===== src/rtl/ctr_slice_pkg.sv =====
// Package: shared operation type for the counter slice.
// Assumes: consumers import it before declaring ports that use op_e.
package ctr_slice_pkg;
    typedef enum logic [1:0] {
        OP_HOLD  = 2'd0,
        OP_STEP  = 2'd1,
        OP_TAKE  = 2'd2,
        OP_ZERO  = 2'd3
    } op_e;
endpackage


===== src/rtl/ctr_slice_sel.sv =====
// Module: ctr_slice_sel - resolves the four control inputs into one operation.
// Assumes: all controls are sampled by the register at the same rising edge.
module ctr_slice_sel
    import ctr_slice_pkg::*;
(
    input  logic clr_n,
    input  logic ld_n,
    input  logic en_p,
    input  logic en_t,
    output op_e  op
);
    // Purpose: fixed priority zero > take > step > hold.
    always_comb begin
        if (!clr_n)
            op = OP_ZERO;
        else if (!ld_n)
            op = OP_TAKE;
        else if (en_p && en_t)
            op = OP_STEP;
        else
            op = OP_HOLD;
    end
endmodule


===== src/rtl/ctr_slice_reg.sv =====
// Module: ctr_slice_reg - count register that applies the selected operation.
// Assumes: op is settled before the rising edge; wraps modulo 2**W.
module ctr_slice_reg
    import ctr_slice_pkg::*;
#(
    parameter int W = 4
) (
    input  logic         clk,
    input  op_e          op,
    input  logic [W-1:0] ld_val,
    output logic [W-1:0] q
);
    localparam logic [W-1:0] ONE = W'(1);

    logic [W-1:0] q_next;

    // Purpose: next count value for each operation.
    always_comb begin
        case (op)
            OP_ZERO: q_next = '0;
            OP_TAKE: q_next = ld_val;
            OP_STEP: q_next = q + ONE;
            default: q_next = q;
        endcase
    end

    // Purpose: the count register itself.
    always_ff @(posedge clk) begin
        q <= q_next;
    end


    wrap_to_zero_chk: assert property (@(posedge clk)
        (op == OP_STEP) && (q == {W{1'b1}}) |=> (q == '0));
endmodule


===== src/rtl/ctr_slice_carry.sv =====
// Module: ctr_slice_carry - terminal-count detector qualified by en_t.
// Assumes: purely combinational so an upper slice sees it before the edge.
module ctr_slice_carry #(
    parameter int W = 4
) (
    input  logic [W-1:0] q,
    input  logic         en_t,
    output logic         rco
);
    logic [W:0] chain;

    assign chain[0] = en_t;

    // Per-bit AND chain: carry survives only if every bit is one.
    for (genvar i = 0; i < W; i++) begin : g_and
        assign chain[i+1] = chain[i] & q[i];
    end

    assign rco = chain[W];


    always_comb begin
        carry_gate_chk: assert (!(rco && !en_t));
    end
endmodule


===== src/rtl/ctr_slice.sv =====
// Module: ctr_slice - cascadable synchronous binary up-counter slice.
// Assumes: one shared clock for all slices; clr_n is the only reset and is
// applied at least once before the count is relied upon.
module ctr_slice
    import ctr_slice_pkg::*;
#(
    parameter int W = 4
) (
    input  logic         clk,
    input  logic         clr_n,
    input  logic         ld_n,
    input  logic [W-1:0] ld_val,
    input  logic         en_p,
    input  logic         en_t,
    output logic [W-1:0] q,
    output logic         rco
);
    localparam logic [W-1:0] ONE = W'(1);

    op_e op;

    ctr_slice_sel u_sel (
        .clr_n (clr_n),
        .ld_n  (ld_n),
        .en_p  (en_p),
        .en_t  (en_t),
        .op    (op)
    );

    ctr_slice_reg #(.W(W)) u_reg (
        .clk    (clk),
        .op     (op),
        .ld_val (ld_val),
        .q      (q)
    );

    ctr_slice_carry #(.W(W)) u_carry (
        .q    (q),
        .en_t (en_t),
        .rco  (rco)
    );

    // Checker arming: set once a clear has defined the count.
    logic armed = 1'b0;

    // Purpose: remember that the count has been cleared at least once.
    always_ff @(posedge clk) begin
        armed <= armed | ~clr_n;
    end


    clear_zero_chk: assert property (@(posedge clk)
        !clr_n |=> (q == '0));


    load_take_chk: assert property (@(posedge clk) disable iff (!armed)
        clr_n && !ld_n |=> (q == $past(ld_val)));


    count_step_chk: assert property (@(posedge clk) disable iff (!armed)
        clr_n && ld_n && en_p && en_t |=> (q == $past(q) + ONE));


    hold_still_chk: assert property (@(posedge clk) disable iff (!armed)
        clr_n && ld_n && !(en_p && en_t) |=> $stable(q));


    carry_full_chk: assert property (@(posedge clk) disable iff (!armed)
        rco |-> (q == {W{1'b1}}));
endmodule


===== config.mk =====
export PLATFORM = sky130hd
export DESIGN_NAME = ctr_slice
export DESIGN_NICKNAME = d
export VERILOG_FILES = /design/src/rtl/ctr_slice_pkg.sv /design/src/rtl/ctr_slice_sel.sv /design/src/rtl/ctr_slice_reg.sv /design/src/rtl/ctr_slice_carry.sv /design/src/rtl/ctr_slice.sv
export SDC_FILE = /design/constraint.sdc
export NUM_CORES = 1
export LEC_CHECK = 0
export ABC_AREA = 0
export BUFFER_PORTS_ARGS = -buffer_cell sky130_fd_sc_hd__buf_2
export CORE_AREA = 4 4 41 43
export CTS_CLUSTER_DIAMETER = 50
export DETAILED_ROUTE_END_ITERATION = 8
export DIE_AREA = 0 0 45 47
export MAX_ROUTING_LAYER = met4
export PLACE_DENSITY = 0.47
export REMOVE_ABC_BUFFERS = 1
export SYNTH_ARGS = -nofsm -noshare
export SYNTH_HDL_FRONTEND = slang
export SYNTH_SLANG_ARGS = --single-unit

===== constraint.sdc =====
create_clock -name clk -period 1.2 [get_ports clk]
set_clock_uncertainty 0.05 [all_clocks]
set_input_delay 0.06 -clock clk [delete_from_list [all_inputs] [get_ports clk]]
set_output_delay 0.06 -clock clk [all_outputs]
set_load 0.02 [all_outputs]

==> impl_metrics.ini <==
[floorplanning]
start_util = 0.1740
coreArea_um2 = 1301
rows = 13
io_pins = 14
die_h_um = 47
die_x_um = 45
dieArea_um2 = 2115

[power]
power.internal_mw = 0.3134
fin_total_pwr_mw = 0.4205
pwr-share-clk = 0.394
p_seq_frac = 0.426
leakage_nw = 0.1563
power_frac_comb = 0.180
pwr_density_cell_nw_per_um2 = 1192
power.switching_mw = 0.1070
swShare = 0.2546
vdd_ir_drop_max_mv = 0.3237

[synth]
syn_area_um2 = 226.5
postSynthAreaPerCell_um2 = 9.846
synth_cell_type_count = 12
yosysWarnings = 0
synth-seq-cells = 4
synthesis.instances = 23
synth-seq-area-share = 0.5304

[route]
wirelength_um = 559
drtAntennaViolNets = 0
vias = 228
viasPerCell = 4.145
drc = 0
routedWlPerCell_um = 10.16
drt_iter0_drc = 8
firstDrtPassIters = 3

[worst_setup_path]
cp.arrival_ns = 1.09
path_max_fanout = 4
start_kind = flip-flop
r2r_setup_slack_ns = 0.03
worstSetupPathType = reg2reg
worstRegToRegCells = 3
reg2reg_to = u_reg.q[2]
reg2reg_from = u_reg.q[0]
crit_required_ns = 1.13
cp-end-kind = flip-flop

[grt]
antenna_found_initial = 0
grt_pass1_wl_um = 862
grt_pass1_vias = 220
grt_max_degree = 5
grt_overflow = 0
grt_usage = 0.06486

[clock_network]
cts_made_buffers = 3
cts_buffer_depth = 2
htree_levels = 1
cts_tree = done
post-cts-setup-buffers = 0
numClockSinks = 4
clock_latency_ns = 0.23
clk_pin_slew_ns = 0.04
root_buffer = clkbuf_4

[timing]
slew_violations = 0
setup_violations = 0
max_freq_ghz = 0.8565
period_share = 0.9729
hold_violations = 0
fin_tns_setup_ns = 0
period_needed_ns = 1.167
slew_headroom = 0.8047
tightest_slew_ns = 0.2923
whs_ns = 0.06165

[layout]
largest_register_ff_count = 4
largest-register = u_reg.q
syn_to_final_growth_pct = 55.80
nets = 52
final_cells = 55
nFillCells = 155
diodes = 0
drive_gt1_frac = 0.5250
reg_top3 = u_reg.q x4

[status]
status = completed

[hold_path]
min-delay-start = ld_val[3]
hold_end = u_reg.q[3]
min_path_cells = 3
hold_path_class = in2reg

[flow_run]
cap_violations = 0

[placement]
placed_cells = 52
io_buffers = 13
finalWeightedCongestion = 0.6765
worst max-delay path, stage by stage, from the launching register on:
cell      delay, ns
edfxtp_1       0.43
ha_2           0.22
xnor2_1        0.14
o21ai_1        0.07
timing repair:
action / CTS / global route
resized for setup: 0 / 4
setup endpoints to repair: 0 / 3
hold buffers: 0 / 0
synth_stat cells:
cell type / number / area (um2)
nor2b_1: 1 / 6.260
edfxtp_1: 4 / 120.1
nand2_1: 6 / 22.52
xnor2_1: 1 / 8.760
o21ai_1: 3 / 15.01
nor2_1: 1 / 3.750
nand3_1: 2 / 10.01
ha_1: 1 / 12.51
xor2_1: 1 / 8.760
inv_1: 1 / 3.750
o21ai_2: 1 / 8.760
nand4_1: 1 / 6.260
worst max path at each step:
stage | from | endpoint | slack (ns) | cells after the start
after floorplan | u_reg.q[0] | u_reg.q[2] | -0.05 | 3
after global placement | u_reg.q[0] | u_reg.q[2] | 0.07 | 3
after detailed placement | u_reg.q[0] | u_reg.q[2] | 0.04 | 3
after CTS | u_reg.q[0] | rco | 0.02 | 3
after global routing | u_reg.q[0] | u_reg.q[2] | -0.0002 | 3
final | u_reg.q[0] | u_reg.q[2] | 0.03 | 3
power groups by stage:
| stage | clock [mW] | sequential, mW | combinational (mW) |
|---|---|---|---|
| floorplan | 0 | 0.194 | 0.0242 |
| global placement | 0 | 0.180 | 0.0751 |
| detailed placement | 0 | 0.179 | 0.0749 |
| CTS | 0.180 | 0.177 | 0.0756 |
| global route | 0.192 | 0.180 | 0.0829 |
| finish | 0.166 | 0.179 | 0.0757 |
routing by layer:
layer | vias up | routed length [um] | GRT usage
met2 | 12 | 219 | 0.07627
met5 | - | 0 | -
li1 | 117 | - | -
met4 | 0 | 0 | 0.05263
met3 | 0 | 79 | 0.03831
met1 | 99 | 261 | 0.07639
through the flow:
step | worst slack (ns) | util | cell area [um2]
2_1_floorplan | -0.04616 | - | 226.5
3_3_place_gp | 0.06828 | 0.2442 | 317.8
3_5_place_dp | 0.03610 | 0.2442 | 317.8
4_1_cts | 0.01658 | 0.2615 | 340.3
5_1_grt | -0.0002321 | 0.2712 | 352.8
6_report | 0.03250 | 0.2712 | 352.8
layout by cell type (no fill, tap or decap):
| master | netlist | layout |
|---|---|---|
| buf_2 | 0 | 12 |
| buf_4 | 0 | 2 |
| clkbuf_4 | 0 | 3 |
| edfxtp_1 | 4 | 4 |
| ha_2 | 0 | 1 |
| inv_1 | 1 | 1 |
| nand2_1 | 6 | 6 |
| nand3_1 | 2 | 1 |
| nand3_2 | 0 | 1 |
| nand4_1 | 1 | 1 |
| nor2_2 | 0 | 1 |
| nor2b_1 | 1 | 1 |
| o21ai_1 | 3 | 3 |
| o21ai_2 | 1 | 1 |
| xnor2_1 | 1 | 1 |
| xor2_1 | 1 | 1 |
cell type report:
type | instances | area [um2] | area share
clock buffer | 3 | 22.52 | 0.06383
inverter | 1 | 3.754 | 0.01064
multi-input combinational | 18 | 112.6 | 0.3191
sequential | 4 | 120.1 | 0.3404
tap | 15 | 18.77 | 0.05319
timing repair buffer | 14 | 75.07 | 0.2128
cells by family (layout without fill, tap and decap cells):
kind of cell	count (synthesis)	in the layout	synth area share
and+or+nand+nor	11	11	0.2155
xor gates and xnor gates	2	2	0.07736
adders and majority gates	1	1	0.05524
AOI/OAI and AO/OA	4	4	0.1050
DFF	4	4	0.5304
buffers and inverters	1	18	0.01656
Power figures use the tool's default switching activity.
